**config.mk**
```make
export PLATFORM = sky130hd
export DESIGN_NAME = opsr_top
export DESIGN_NICKNAME = d
export VERILOG_FILES = /design/src/rtl/opsr_pkg.sv /design/src/rtl/opsr_bitreg.sv /design/src/rtl/opsr_srcmux.sv /design/src/rtl/opsr_top.sv
export SDC_FILE = /design/constraint.sdc
export NUM_CORES = 1
export LEC_CHECK = 0
export BUFFER_PORTS_ARGS = -buffer_cell sky130_fd_sc_hd__buf_4
export CAP_MARGIN = 20
export CORE_MARGIN = 3
export CORE_UTILIZATION = 37
export CTS_BUF_LIST = sky130_fd_sc_hd__clkbuf_16
export CTS_CLUSTER_SIZE = 14
export DETAILED_ROUTE_END_ITERATION = 6
export PLACE_DENSITY = 0.72
export REMOVE_ABC_BUFFERS = 1
export SYNTH_ARGS = -nofsm -noshare
export SYNTH_HDL_FRONTEND = slang
export SYNTH_SLANG_ARGS = --single-unit
```
**constraint.sdc**
```tcl
create_clock -name clk -period 1 [get_ports clk]
set_clock_uncertainty 0.15 [all_clocks]
set_input_delay 0.2 -clock clk [delete_from_list [all_inputs] [get_ports clk]]
set_output_delay 0.2 -clock clk [all_outputs]
set_load 0.01 [all_outputs]
```
**src/rtl/opsr_pkg.sv**
```systemverilog
// Shared constants for the output port set/reset register.
// Assumes a 4-bit command code field.
package opsr_pkg;
    localparam int CODE_W = 4;
    localparam logic [CODE_W-1:0] CODE_SET = 4'hE;
    localparam logic [CODE_W-1:0] CODE_CLR = 4'hF;
endpackage

```
**src/rtl/opsr_bitreg.sv**
```systemverilog
// Output register changed only by bitwise set and clear commands.
// Assumes at most one command per cycle; synchronous active-low reset.
module opsr_bitreg
    import opsr_pkg::*;
#(
    parameter int W = 8
) (
    input  logic              clk,
    input  logic              rst_n,
    input  logic              cmd_valid,
    input  logic [CODE_W-1:0] cmd_code,
    input  logic [W-1:0]      cmd_data,
    output logic [W-1:0]      reg_q
);
    logic do_set;
    logic do_clr;

    // Decode the two commands that act on the register.
    always_comb begin
        do_set = cmd_valid && (cmd_code == CODE_SET);
        do_clr = cmd_valid && (cmd_code == CODE_CLR);
    end

    // Apply the masked set or clear on the accepting edge.
    always_ff @(posedge clk) begin
        if (!rst_n)
            reg_q <= '0;
        else if (do_set)
            reg_q <= reg_q | cmd_data;
        else if (do_clr)
            reg_q <= reg_q & ~cmd_data;
    end

    p_reset_r1: assert property (@(posedge clk) !rst_n |=> reg_q == '0);
    p_set_r2: assert property (@(posedge clk) disable iff (!rst_n)
        (cmd_valid && cmd_code == CODE_SET) |=> ((reg_q & $past(cmd_data)) == $past(cmd_data)));
    p_clear_r3: assert property (@(posedge clk) disable iff (!rst_n)
        (cmd_valid && cmd_code == CODE_CLR) |=> ((reg_q & $past(cmd_data)) == '0));
    p_unmarked_r4: assert property (@(posedge clk) disable iff (!rst_n)
        cmd_valid |=> ((reg_q & ~$past(cmd_data)) == ($past(reg_q) & ~$past(cmd_data))));
    p_hold_r4: assert property (@(posedge clk) disable iff (!rst_n)
        !(cmd_valid && (cmd_code == CODE_SET || cmd_code == CODE_CLR)) |=> $stable(reg_q));
endmodule

```
**src/rtl/opsr_srcmux.sv**
```systemverilog
// Holds the source-select register and chooses the source for each pin:
// the inverted register bit or an alternate signal. Pins below NLOW follow
// low_mode; the others follow the source-select register.
module opsr_srcmux #(
    parameter int W    = 8,
    parameter int NLOW = 2,
    localparam int NSEL = W - NLOW
) (
    input  logic            clk,
    input  logic            rst_n,
    input  logic            sel_wr,
    input  logic [NSEL-1:0] sel_data,
    input  logic [NLOW-1:0] low_mode,
    input  logic [W-1:0]    reg_q,
    input  logic [W-1:0]    alt_in,
    output logic [W-1:0]    pin_out
);
    logic [NSEL-1:0] sel_q;

    // Load the per-pin source choice.
    always_ff @(posedge clk) begin
        if (!rst_n)
            sel_q <= '0;
        else if (sel_wr)
            sel_q <= sel_data;
    end

    for (genvar i = 0; i < W; i++) begin : g_pin
        logic use_alt;
        if (i < NLOW) begin : g_low
            // Low pins: source from the mode input.
            always_comb use_alt = low_mode[i];
        end else begin : g_sel
            // Upper pins: source from the select register.
            always_comb use_alt = sel_q[i-NLOW];
        end
        // Drive the pin from the chosen source.
        always_comb pin_out[i] = use_alt ? alt_in[i] : ~reg_q[i];
    end

    p_sel_load_r8: assert property (@(posedge clk) disable iff (!rst_n)
        sel_wr |=> sel_q == $past(sel_data));
    p_sel_reset_r1: assert property (@(posedge clk) !rst_n |=> sel_q == '0);
endmodule

```
**src/rtl/opsr_top.sv**
```systemverilog
// Output port set/reset register top: a masked set/clear output register
// followed by the per-pin source multiplexer.
// Assumes at most one command per cycle and inputs stable at each edge.
module opsr_top
    import opsr_pkg::*;
#(
    parameter int W    = 8,
    parameter int NLOW = 2
) (
    input  logic              clk,
    input  logic              rst_n,
    input  logic              cmd_valid,
    input  logic [CODE_W-1:0] cmd_code,
    input  logic [W-1:0]      cmd_data,
    input  logic              sel_wr,
    input  logic [NLOW-1:0]   low_mode,
    input  logic [W-1:0]      alt_in,
    output logic [W-1:0]      pin_out
);
    logic [W-1:0] reg_q;

    opsr_bitreg #(.W(W)) u_reg (
        .clk(clk), .rst_n(rst_n), .cmd_valid(cmd_valid),
        .cmd_code(cmd_code), .cmd_data(cmd_data), .reg_q(reg_q)
    );

    opsr_srcmux #(.W(W), .NLOW(NLOW)) u_mux (
        .clk(clk), .rst_n(rst_n), .sel_wr(sel_wr),
        .sel_data(cmd_data[W-1:NLOW]), .low_mode(low_mode),
        .reg_q(reg_q), .alt_in(alt_in), .pin_out(pin_out)
    );

    // A top pin shown from the register goes low once its bit is set.
    p_pin_low_r5: assert property (@(posedge clk) disable iff (!rst_n)
        (cmd_valid && cmd_code == CODE_SET && cmd_data[W-1] && !sel_wr
         && $past(sel_wr) == 1'b0 && u_mux.sel_q[W-NLOW-1] == 1'b0)
        |=> !pin_out[W-1]);
endmodule

```
# Word-level counts from Yosys, hierarchy flattened
# Index checks and enable logic that the tools add are counted.
# op_classes
n_bitwise,11
muxes,10
n_eq_ne,2
reduce_logical,3
# op_table
op,count
$mux W8,2
$and A8 B8 Y8,1
$eq A4 B4 Y1 const B,2
$mux W1,8
$not A1 Y1,8
$not A8 Y8,1
$or A8 B8 Y8,1
$logic_and A1 B1 Y1,2
$reduce_bool A2 Y1,1
# totals
regBits,14
elab_cells,28
output_inout_bits,8

# Depth between registers and ports, before layout
# logic_depth
ltp_word,4
ltp_mapped,5
mapped_depth_nobuf,3

# By module
# A second synthesis with hierarchy kept.
# unflattened
hier_cells,64
area_unflattened_um2,615.6
# modules_own_cells
module,cells_each,instances,area_per_inst_um2
opsr_bitreg,29,1,316.6
opsr_srcmux,35,1,299.0

# Worst setup path before layout
# Ideal clock, no wire load.
# synth_path
path_kind,input port to flip-flop
startpoint,input cmd_code[3]
endpoint,register with a tool-made name
n_path_buf,2
required_time_ns,0.759
setup_time_ns,0.091
arrival_ns,0.877
path_slack_ns,-0.118
cell_stages,5
path_cell_list,and4_1 -> buf_6 -> buf_6 -> a21oi_2 -> a311oi_1
# synth_lines
element,line,source
from (decl),opsr_top.sv:13,"input logic [CODE_W-1:0] cmd_code,"

# Worst setup path after layout
# layout_path
startpoint,register u_mux.sel_q[0]
endpoint,output pin_out[2]
# layout_via
elab_chain_len,1
# layout_lines
element,line,source
from (decl),opsr_srcmux.sv:18,logic [NSEL-1:0] sel_q;
from (signal assigned),opsr_srcmux.sv:25,sel_q <= sel_data;
$mux W1,opsr_srcmux.sv:38,always_comb pin_out[i] = use_alt ? alt_in[i] : ~reg_q[i];
to (decl),opsr_top.sv:18,output logic [W-1:0] pin_out
# No other way between the ends.

==> impl_results.md <==
* Outcome: finished, violations left
* Failing checks: setup timing
* Detailed-route DRC error count at 0
* CTS H-tree depth at 1
* Vias in the first global route at 555
* Unrepaired setup endpoints after global routing: yes
* Final ANT Viol Nets at 0
* Reg clk slew, reported paths at 0.04 ns
* I/O pins at 34
* WS Path Type: reg -> out
* HPWL reported at the end of detailed placement at 1160 um
* Maximum clock path buffer count at 2
* Design area at 0.00101 sq mm
* Register area share after synthesis at 46.9%
* Lkg Pwr at 0.443 nW
* Crit-path cells: nand2_1 > o21ai_1 > buf_4
* Setup Viol. Count Final at 8
* Slowest cell on crit path: dfxtp_2
* CP endpoint: pin_out[2]
* CTS tree: built
* Root buf cell: clkbuf_16
* Row Count at 13
* Initial antenna violation count at 0
* Final hold violation count at 0
* Sinks on the clock net at 14
* Finished Core Util at 72.4%
* Initial Util at 42.8%
* Die outline width at 46.2 um
* Num CTS Buffers at 3
* Synthesized area at 598 sq um
* Fin crit period at 1.19 ns
* Fin cells at 118
* Post-route setup slack at -0.188 ns
* Period utilization at 119%
* GPL Wtd Cong at 0.761
* Slew Limit Fails at 0
* Total Routing Usage GR at 15.8%
* Max_cap viols at 0
* Die ar. at 0.00213 sq mm
* Cells after Synth at 65
* Post-synth cell types at 14
* Ant. Diodes at 0
* Die Span Y at 46.2 um
* #FFs+latches synth at 14
* CP required at 0.65 ns
* Yosys warns at 0
* Critical path startpoint category: register
* PwrDens at 1540 mW/mm^2
* Peak VDD IR at 1160 uV
* Core area at 0.00140 sq mm
* # port buffers at 33
* Via count at 648
* DR iter-0 viols at 15
* WL final at 1630 um
* Area grow syn2layout at 69.2%
* Clock Latency Late Sink at 0.23 ns
* Reg2reg path depth at 3
* Critical Path AT at 0.84 ns
* Slew HR at 83.3%
* First-pass GRT wire length at 2390 um
* Syn Area/Cell at 9.20 sq um
* Hold Crit Class: in -> reg
* Crit. End Element: output port
* Critical Path Max Stage Delay at 0.33 ns
* Fmax at 842 MHz
* Vias/cell at 5.49
* Layout cell share with drive strength beyond 1 at 59.2%
* Actual slew at the worst max-slew pin at 0.249 ns
* DP Area at 865 sq um
* GRT overflow at 0
* Largest net degree at the start of global routing at 15
* Reg2reg setup slack at 0.10 ns
* Crit path launch: u_mux.sel_q[0]
* Worst-path fanout max at 3
* Cell count after placement at 111
* TritonRoute pass-1 iters at 4
* # nets final at 131
* Routed WL per cell at 13.8 um
-- cell usage after synthesis --
cell      number  area (sq um)
buf_1          1          3.75
buf_2          1          5.00
inv_1          1          3.75
buf_6          2          22.5
nor2_1         6          22.5
a311oi_1       8          70.1
clkbuf_1       1          3.75
dfxtp_1       14           280
nand2_1        8          30.0
mux2i_1        6          60.1
a21oi_2        2          17.5
o21ai_0        8          40.0
a21oi_1        6          30.0
and4_1         1          8.76
-- how the worst min path moves through the flow --
stage / slack [ns] / cells after the start / to / start
floorplan: 0.16 / 1 / register / cmd_data[6]
global placement: 0.26 / 2 / register / cmd_data[0]
detailed placement: 0.26 / 2 / register / cmd_data[0]
CTS: 0.003 / 2 / register / cmd_data[0]
global route: 0.003 / 2 / register / cmd_data[0]
finish: 0.006 / 2 / register / cmd_data[0]
-- placed cells by master (no fill, tap or decap), drive strengths merged --
master,netlist,routed
nand2,8,8
dfxtp,14,14
clkbuf,1,3
a311oi,8,8
o21ai,8,8
a21oi,8,8
buf,4,40
nor2,6,6
mux2i,6,6
and4,1,1
inv,1,1
-- power breakdown --
group	switching (W)	internal [W]	total, W
sequential	0.0000149	0.000585	0.000600
combinational	0.0000994	0.000144	0.000244
clock	0.000194	0.000520	0.000714
total	0.000308	0.00125	0.00156
-- timing repair --
action	in CTS	in global routing
gates resized for setup	16	10
endpoints found under the setup margin	8	13
pin swaps	4	7
hold buffers	0	0
buffers inserted	1	3
-- metal layers --
metal  routed length (um)  vias to the layer above  global-route usage (%)
li1                     -                      318                       -
met1                  657                      300                    17.9
met2                  839                       26                    27.7
met3                   95                        4                    2.34
met4                   42                        0                    8.52
met5                    0                        -                       0
-- metrics by stage --
step           total power, W  hold WS, ns  setup TNS [ns]  worst slack, ns
5_1_grt               0.00163      0.00279           -1.63           -0.221
3_5_place_dp         0.000824        0.258           -1.53           -0.236
4_1_cts               0.00155      0.00315           -1.29           -0.203
3_3_place_gp         0.000817        0.257           -1.21           -0.176
6_report              0.00156      0.00613           -1.25           -0.188
2_1_floorplan        0.000671        0.158           -1.78           -0.230
-- logic make-up after synthesis --
kind of cell	count (synthesis)	synth area share [%]
AOI/OAI and AO/OA	24	26.4
and+or+nand+nor	15	10.3
DFF	14	46.9
muxes	6	10.0
buffers and inverters	6	6.48
-- worst max-delay path, delay by kind of cell, from the launching register on --
family | cells | cell delay [ns]
AND/OR/NAND/NOR | 1 | 0.06
buffers and inverters | 1 | 0.14
flip-flops | 1 | 0.33
AO/OA/AOI/OAI | 1 | 0.08
-- cell type report --
type | count | area, sq um
Clock buffer | 3 | 75.1
Timing Repair Buffer | 40 | 320
Tap cell | 15 | 18.8
Sequential cell | 14 | 293
Fill cell | 107 | 387
Inverter | 1 | 3.75
Multi-Input combinational cell | 45 | 302
No activity file was read; power rests on OpenSTA's default activity.
